==> src/rtl/urb_pkg.sv <==
package urb_pkg;

    // which register a bus access reaches
    typedef enum logic [1:0] {
        ACC_NONE   = 2'd0,
        ACC_BUF    = 2'd1,
        ACC_DIV    = 2'd2,
        ACC_SHADOW = 2'd3
    } acc_sel_e;

endpackage

==> src/rtl/urb_packer.sv <==
module urb_packer #(
    parameter int CHAR_W = 8,
    parameter int WORD_W = 32,
    parameter int HI_LSB = 16
) (
    input  logic              clk,
    input  logic              rst_n,
    input  logic              pack_en,
    input  logic              ch_valid,
    input  logic [CHAR_W-1:0] ch_data,
    input  logic              ch_ext,
    output logic              word_done,
    output logic [WORD_W-1:0] word
);
    localparam int SLOT_W = CHAR_W + 1;

    typedef struct packed {
        logic              half;
        logic [SLOT_W-1:0] lo;
    } pk_state_t;

    pk_state_t s_d, s_q;
    logic [SLOT_W-1:0] cur;

    always_comb begin
        s_d       = s_q;
        word_done = 1'b0;
        word      = '0;
        cur       = {ch_ext, ch_data};
        if (!pack_en) begin
            s_d.half = 1'b0;
        end
        if (ch_valid) begin
            if (!pack_en) begin
                word_done        = 1'b1;
                word[SLOT_W-1:0] = cur;
            end else if (!s_q.half) begin
                s_d.half = 1'b1;
                s_d.lo   = cur;
            end else begin
                word_done             = 1'b1;
                word[SLOT_W-1:0]      = s_q.lo;
                word[HI_LSB +: SLOT_W] = cur;
                s_d.half              = 1'b0;
            end
        end
    end

    always_ff @(posedge clk or negedge rst_n) begin
        if (!rst_n) s_q <= '0;
        else        s_q <= s_d;
    end


    pair_needs_first_chk: assert property (@(posedge clk) disable iff (!rst_n)
        (word_done && pack_en) |-> s_q.half);


    pending_dropped_chk: assert property (@(posedge clk) disable iff (!rst_n)
        !pack_en |=> !s_q.half);

endmodule

==> src/rtl/urb_status.sv <==
module urb_status #(
    parameter int WORD_W = 32,
    parameter int CHAR_W = 8,
    parameter int HI_LSB = 16
) (
    input  logic              clk,
    input  logic              rst_n,
    input  logic              word_done,
    input  logic [WORD_W-1:0] word,
    input  logic              consume,
    output logic [WORD_W-1:0] buf_val,
    output logic              ready,
    output logic              ovr
);
    localparam int SLOT_W = CHAR_W + 1;

    typedef struct packed {
        logic [WORD_W-1:0] buffer;
        logic              ready;
        logic              ovr;
    } st_state_t;

    st_state_t s_d, s_q;

    always_comb begin
        s_d = s_q;
        if (word_done) begin
            s_d.buffer = word;
        end
        s_d.ready = word_done | (s_q.ready & ~consume);
        if (consume) begin
            s_d.ovr = 1'b0;
        end
        if (word_done && s_q.ready && !consume) begin
            s_d.ovr = 1'b1;
        end
    end

    always_ff @(posedge clk or negedge rst_n) begin
        if (!rst_n) s_q <= '0;
        else        s_q <= s_d;
    end

    assign buf_val = s_q.buffer;
    assign ready   = s_q.ready;
    assign ovr     = s_q.ovr;


    ready_after_word_chk: assert property (@(posedge clk) disable iff (!rst_n)
        word_done |=> ready);


    read_clears_chk: assert property (@(posedge clk) disable iff (!rst_n)
        (consume && !word_done) |=> (!ready && !ovr));


    overrun_set_chk: assert property (@(posedge clk) disable iff (!rst_n)
        (word_done && ready && !consume) |=> ovr);


    collide_no_ovr_chk: assert property (@(posedge clk) disable iff (!rst_n)
        (word_done && consume) |=> (ready && !ovr));


    gap_bits_zero_chk: assert property (@(posedge clk) disable iff (!rst_n)
        (buf_val[HI_LSB-1:SLOT_W] == '0) && (buf_val[WORD_W-1:HI_LSB+SLOT_W] == '0));

endmodule

==> src/rtl/urb_bus_port.sv <==
module urb_bus_port
    import urb_pkg::*;
#(
    parameter int ADDR_W      = 4,
    parameter int WORD_W      = 32,
    parameter int DIV_W       = 8,
    parameter int ADDR_SHARED = 0,
    parameter int ADDR_SHADOW = 2,
    parameter int DIV_RST     = 0
) (
    input  logic              clk,
    input  logic              rst_n,
    input  logic              dlab,
    input  logic              rd_en,
    input  logic              wr_en,
    input  logic [ADDR_W-1:0] addr,
    input  logic [WORD_W-1:0] wr_data,
    input  logic [WORD_W-1:0] buf_val,
    output logic [WORD_W-1:0] rd_data,
    output logic              consume,
    output logic              tx_wr,
    output logic [DIV_W-1:0]  div_lo
);
    localparam logic [ADDR_W-1:0] A_SHARED = ADDR_W'(ADDR_SHARED);
    localparam logic [ADDR_W-1:0] A_SHADOW = ADDR_W'(ADDR_SHADOW);

    logic [DIV_W-1:0] div_d, div_q;
    acc_sel_e         sel;
    logic             unused_wr_hi;

    assign unused_wr_hi = ^wr_data[WORD_W-1:DIV_W];

    always_comb begin
        if (addr == A_SHARED)      sel = dlab ? ACC_DIV : ACC_BUF;
        else if (addr == A_SHADOW) sel = ACC_SHADOW;
        else                       sel = ACC_NONE;

        rd_data = '0;
        if (rd_en) begin
            case (sel)
                ACC_BUF:    rd_data = buf_val;
                ACC_SHADOW: rd_data = buf_val;
                ACC_DIV:    rd_data = WORD_W'(div_q);
                default:    rd_data = '0;
            endcase
        end

        consume = rd_en && (sel == ACC_BUF);
        tx_wr   = wr_en && (sel == ACC_BUF);

        div_d = div_q;
        if (wr_en && (sel == ACC_DIV)) begin
            div_d = wr_data[DIV_W-1:0];
        end
    end

    always_ff @(posedge clk or negedge rst_n) begin
        if (!rst_n) div_q <= DIV_W'(DIV_RST);
        else        div_q <= div_d;
    end

    assign div_lo = div_q;


    div_write_chk: assert property (@(posedge clk) disable iff (!rst_n)
        (wr_en && dlab && addr == A_SHARED) |=> (div_lo == $past(wr_data[DIV_W-1:0])));


    div_hold_chk: assert property (@(posedge clk) disable iff (!rst_n)
        !(wr_en && dlab && addr == A_SHARED) |=> $stable(div_lo));

endmodule

==> src/rtl/urb_top.sv <==
module urb_top #(
    parameter int CHAR_W      = 8,
    parameter int WORD_W      = 32,
    parameter int HI_LSB      = 16,
    parameter int ADDR_W      = 4,
    parameter int DIV_W       = 8,
    parameter int ADDR_SHARED = 0,
    parameter int ADDR_SHADOW = 2,
    parameter int DIV_RST     = 0
) (
    input  logic              clk,
    input  logic              rst_n,
    input  logic              rx_valid,
    input  logic [CHAR_W-1:0] rx_char,
    input  logic              rx_ninth,
    input  logic              pack_en,
    input  logic              dlab,
    input  logic              bus_rd,
    input  logic              bus_wr,
    input  logic [ADDR_W-1:0] bus_addr,
    input  logic [WORD_W-1:0] bus_wdata,
    output logic [WORD_W-1:0] bus_rdata,
    output logic              data_ready,
    output logic              overrun,
    output logic              tx_wr,
    output logic [DIV_W-1:0]  div_lo
);
    logic              word_done;
    logic [WORD_W-1:0] word;
    logic [WORD_W-1:0] buf_val;
    logic              consume;

    urb_packer #(.CHAR_W(CHAR_W), .WORD_W(WORD_W), .HI_LSB(HI_LSB)) u_packer (
        .clk       (clk),
        .rst_n     (rst_n),
        .pack_en   (pack_en),
        .ch_valid  (rx_valid),
        .ch_data   (rx_char),
        .ch_ext    (rx_ninth),
        .word_done (word_done),
        .word      (word)
    );

    urb_status #(.WORD_W(WORD_W), .CHAR_W(CHAR_W), .HI_LSB(HI_LSB)) u_status (
        .clk       (clk),
        .rst_n     (rst_n),
        .word_done (word_done),
        .word      (word),
        .consume   (consume),
        .buf_val   (buf_val),
        .ready     (data_ready),
        .ovr       (overrun)
    );

    urb_bus_port #(
        .ADDR_W(ADDR_W), .WORD_W(WORD_W), .DIV_W(DIV_W),
        .ADDR_SHARED(ADDR_SHARED), .ADDR_SHADOW(ADDR_SHADOW), .DIV_RST(DIV_RST)
    ) u_bus (
        .clk     (clk),
        .rst_n   (rst_n),
        .dlab    (dlab),
        .rd_en   (bus_rd),
        .wr_en   (bus_wr),
        .addr    (bus_addr),
        .wr_data (bus_wdata),
        .buf_val (buf_val),
        .rd_data (bus_rdata),
        .consume (consume),
        .tx_wr   (tx_wr),
        .div_lo  (div_lo)
    );


    shadow_quiet_chk: assert property (@(posedge clk) disable iff (!rst_n)
        (bus_rd && bus_addr == ADDR_W'(ADDR_SHADOW) && !word_done && !consume)
            |=> ($stable(data_ready) && $stable(overrun)));


    tx_keeps_buf_chk: assert property (@(posedge clk) disable iff (!rst_n)
        (tx_wr && !word_done && !consume) |=> ($stable(buf_val) && $stable(data_ready)));

endmodule

==> config.mk <==
export PLATFORM = sky130hd
export DESIGN_NAME = urb_top
export DESIGN_NICKNAME = d
export VERILOG_FILES = /design/src/rtl/urb_pkg.sv /design/src/rtl/urb_packer.sv /design/src/rtl/urb_status.sv /design/src/rtl/urb_bus_port.sv /design/src/rtl/urb_top.sv
export SDC_FILE = /design/constraint.sdc
export NUM_CORES = 1
export LEC_CHECK = 0
export CAP_MARGIN = 0
export CORE_UTILIZATION = 65
export DETAILED_ROUTE_END_ITERATION = 6
export DONT_BUFFER_PORTS = 1
export HOLD_SLACK_MARGIN = 0.05
export PLACE_DENSITY = 0.79
export SLEW_MARGIN = 20
export SYNTH_ARGS = -nofsm -noshare
export SYNTH_HDL_FRONTEND = slang
export SYNTH_HIERARCHICAL = 1
export SYNTH_SLANG_ARGS = --single-unit
==> constraint.sdc <==
create_clock -name clk -period 3.3 [get_ports clk]
set_input_delay 0.33 -clock clk [delete_from_list [all_inputs] [get_ports clk]]
set_output_delay 0.33 -clock clk [all_outputs]
set_load 0.02 [all_outputs]
== Word-level counts from Yosys, hierarchy flattened ==
Cells that the tools add are included.

* Input bits: 52
* Logic and storage cells: 45
* Register bits: 38
* Output and inout bits: 43

* Muxes and demuxes: 21
* Equal/unequal tests: 4
* Reductions and logical operators: 10
* Bitwise gates (word level): 4

{| class="wikitable"
|+ Operator list
! cell !! number
|-
| $mux W9 || 7
|-
| $pmux W25 S2 || 1
|-
| $mux W32 || 1
|-
| $mux W10 || 2
|-
| $mux W1 || 7
|-
| $mux W2 || 3
|-
| $logic_and A1 B1 Y1 || 5
|-
| $eq A2 B2 Y1 const B || 2
|-
| $eq A4 B2 Y1 const B || 1
|-
| $logic_not A4 Y1 || 1
|-
| $reduce_and A3 Y1 || 1
|-
| $eq A2 B1 Y1 const B || 1
|-
| $not A1 Y1 || 2
|-
| $reduce_bool A2 Y1 || 1
|-
| $reduce_or A2 Y1 || 1
|-
| $and A1 B1 Y1 || 1
|-
| $logic_not A1 Y1 || 1
|-
| $or A1 B1 Y1 || 1
|}

== Depth between registers and ports, before layout ==
* Word-level depth: 8
* Mapped depth: 7
* Mapped depth without buffers: 4

== Modules after synthesis ==
The synthesis kept the hierarchy.

{| class="wikitable"
|+ Modules (own cells, without submodules)
! module !! cells each !! sequential area each (um^2) !! instances !! area an instance (um^2)
|-
| urb_status || 74 || 850.8 || 1 || 1407.6
|-
| urb_packer || 80 || 250.2 || 1 || 758.2
|-
| urb_bus_port || 62 || 200.2 || 1 || 628.1
|}

== Worst setup path after synthesis ==
No wires, ideal clock.

* Path type: input to output
* Start point: input port bus_addr[3]
* End point: output port bus_rdata[2]
* Path slack: 1531 ps
* Required time: 2970 ps
* Arrival: 1439 ps
* Stages on the path: 4
* Path buffers: 1
* Cells stage by stage: or4b_4 -> a21oi_4 -> buf_6 -> a22o_1

* Word-level cells in the longest chain between the ends: 7
* Elaborated cells on any way between the ends: 10
* Those cells by class: 4 x eq/ne; 4 x mux; 2 x reduce/logical

{| class="wikitable"
|+ RTL lines
! item !! line !! text
|-
| start: declaration || urb_top.sv:20 || <nowiki>input logic [ADDR_W-1:0] bus_addr,</nowiki>
|-
| $eq A4 B2 Y1 || urb_bus_port.sv:35 || <nowiki>else if (addr == A_SHADOW) sel = ACC_SHADOW;</nowiki>
|-
| $mux W2 || urb_bus_port.sv:35 ||
|-
| $mux W2 * || urb_bus_port.sv:34 || <nowiki>if (addr == A_SHARED) sel = dlab ? ACC_DIV : ACC_BUF;</nowiki>
|-
| $eq A2 B2 Y1 / $eq A2 B1 Y1 (equally long branches) || urb_bus_port.sv:40 || <nowiki>case (sel)</nowiki>
|-
| $reduce_or A2 Y1 (no line) || -- ||
|-
| $pmux W25 S2 * || urb_bus_port.sv:40 ||
|-
| $mux W32 * || urb_bus_port.sv:39 || <nowiki>if (rd_en) begin</nowiki>
|-
| end: declaration || urb_top.sv:22 || <nowiki>output logic [WORD_W-1:0] bus_rdata,</nowiki>
|}

Every way passes the cells marked *; elsewhere a longest branch is shown, timed or not.

== Final worst setup path ==
* Start point: input port bus_addr[3]
* End point: output port bus_rdata[1]

Same word-level chain as after synthesis.

==> impl_metrics.ini <==
[outcome]
outcome = finished, final reports clean

[power_and_ir_drop]
powerDensity_nw_per_um2 = 480
power_leakage_uw = 0.00130
max-vdd-ir-drop_uv = 354

[drt]
drc = 0
detail_route.first_pass.iterations = 4
ant_nets = 0
drtIter0Drc = 40
routed_wl_mm = 4.58
via_count = 1536
viasPerCell = 5.86
wl_per_cell_um = 17.5

[synth]
async_flop_share_pct = 100
yosysSeqAreaShare_pct = 46.6
ys.warnings.count = 6
syn_avg_cell_area_sq_um = 12.9
synth_ff_type = dfrtp_1
synth_cell_types = 28
netlist_area_sq_um = 2790
ys_seq_elements = 52
synth_edf_count = 0
synthCells = 216

[floorplanning]
io_pins = 95
rows = 23
die_w_um = 67.6
die_h_um = 67.6
initial_core_util_pct = 68.9
die_area_sq_um = 4560
core_area_sq_um = 4060

[run]
maxCapViolCount = 0

[global_routing]
grt.overflow.total = 0
antenna_found_initial = 0
grt_pass1_vias = 1530
grt_max_degree = 53
grt_pass1_wl_mm = 7.11
grt_use_total_pct = 21.5

[critical_path]
path_class = in2out
cp_data_arrival_time_ns = 1.76
cp.required_ns = 2.97
reg2reg_depth = 4
cp_max_fo = 32
r2r-start = u_packer/s_q[9]
cp-end-kind = output port
start_kind = input port
reg2reg_slack_ns = 1.41
r2r-end = u_status/buf_val[24]

[sta]
finalHoldViolations = 0
timing.fmax_mhz = 480
max_slew_margin_pct = 56.2
worst_slew_pin_slew_ns = 0.655
period_share_pct = 63.2
final_max_slew_viol_count = 0
tns_ns = 0
fin_skew_ns = 0.00533
finalSetupViolations = 0
fin_crit_ns = 2.09
rsz0062_at_grt = no

[finish]
n_antenna_cell = 0
final_common_cell = dfrtp_1
num-nets-final = 264
layout.cells.non_filler = 262
syn_to_final_growth_pct = 0.448
nFillCells = 295
mostFrequentLayoutCells = 52 x dfrtp_1, 33 x and2_1, 28 x mux2_4
drive_gt1_share_pct = 29.2

[worst_hold_path]
worstHoldStart = pack_en
hold_class = in2reg
min_to = u_packer/s_q[9]
timing.hold.worst_path_depth = 1

[clocking]
cts_tree = yes
numCtsBuffers = 5
cts_buffer_depth = 2
clk_pin_slew_worst_paths_ns = 0.08
cts_resized = 0
clkLatencyLatePin_ns = 0.30
cts_setup_buffers = 0
cts_hold_buffers = 2
cts_sinks = 52
clock-root-buffer = clkbuf_8
cts_max_level = 2

[place]
place_inst = 253
gp_congestion = 0.843
dp_hpwl_mm = 3.22
port_buffers = 0
## worst max-delay path by stage
| stage | from | endpoint | slack, ns | depth (start not counted) |
|---|---|---|---|---|
| final | bus_addr[3] | bus_rdata[1] | 1.21 | 3 |
| after global routing | bus_addr[3] | bus_rdata[1] | 1.09 | 3 |
| after CTS | bus_addr[3] | bus_rdata[3] | 1.19 | 3 |
| after detailed placement | bus_addr[3] | bus_rdata[3] | 1.19 | 3 |
| after global placement | bus_addr[3] | bus_rdata[3] | 1.23 | 3 |
| after floorplan | bus_addr[3] | bus_rdata[2] | 1.53 | 4 |
## synthesized netlist by cell type, types with 2 or more instances
cell type   n  area, sq um
inv_1       3         11.3
mux2_4     28          420
buf_12      3         60.1
a21boi_1    5         37.5
nor3b_1     2         15.0
nand2b_1    9         56.3
buf_2       3         15.0
buf_6       4         45.0
a22o_1      8         70.1
mux2_2     21          236
dfrtp_1    52         1300
buf_4      14          105
and3_1      3         18.8
clkbuf_1    3         11.3
and2_1     33          206
a21boi_0    5         37.5
nand3_1     9         45.0
## metrics by stage
| step | hold slack, ns | instance area [sq um] | setup slack [ns] | util (%) | power [uW] |
|---|---|---|---|---|---|
| after floorplan | 0.0344 | 2840 | 1.53 | - | 996 |
| after global placement | 0.0359 | 2690 | 1.23 | 66.2 | 990 |
| after detailed placement | 0.0354 | 2690 | 1.19 | 66.2 | 1010 |
| after CTS | 0.162 | 2810 | 1.19 | 69.2 | 1360 |
| after global routing | 0.159 | 2810 | 1.09 | 69.2 | 1420 |
| final | 0.170 | 2810 | 1.21 | 69.2 | 1350 |
## cell type report
cell class | count | area, sq um | share of cell area, %
multi-input cells | 147 | 1310 | 46.5
flip-flops and latches | 52 | 1300 | 46.4
clock buffers | 5 | 68.8 | 2.45
well taps | 50 | 62.6 | 2.23
repair buffers | 3 | 45.0 | 1.60
clock inverters | 2 | 12.5 | 0.446
inverters | 3 | 11.3 | 0.401
## state kept, by name, indices dropped and copies added (netlist names)
register	cells
u_status/buf_val	32
u_status/ovr	1
u_status/ready	1
u_packer/s_q	10
u_bus/div_lo	8
## metal layers
metal | share of wire, % | GRT usage, %
met5 | 0 | 0
met4 | 2.5 | 9.84
met1 | 42 | 25.9
met2 | 50 | 35.1
met3 | 5.0 | 6.25
## where the power goes
group	internal (uW)	switching (uW)	total [uW]
clock network	144	193	337
logic	123	76.5	199
registers	726	84.0	810
total	992	354	1350
## worst max-delay path, cell delays in order
cell     delay (ns)
or4b_4         0.53
a21oi_4        0.52
a22o_1         0.37
## cells by family after synthesis
logic type	after synthesis	share of synthesized area (%)
AOI/OAI and AO/OA	21	6.23
and+or+nand+nor	62	14.4
buffers and inverters	30	8.87
other	1	0.134
xor gates and xnor gates	1	0.314
muxes	49	23.5
DFF	52	46.6
Note: power is estimated with default switching activity, not from simulation.
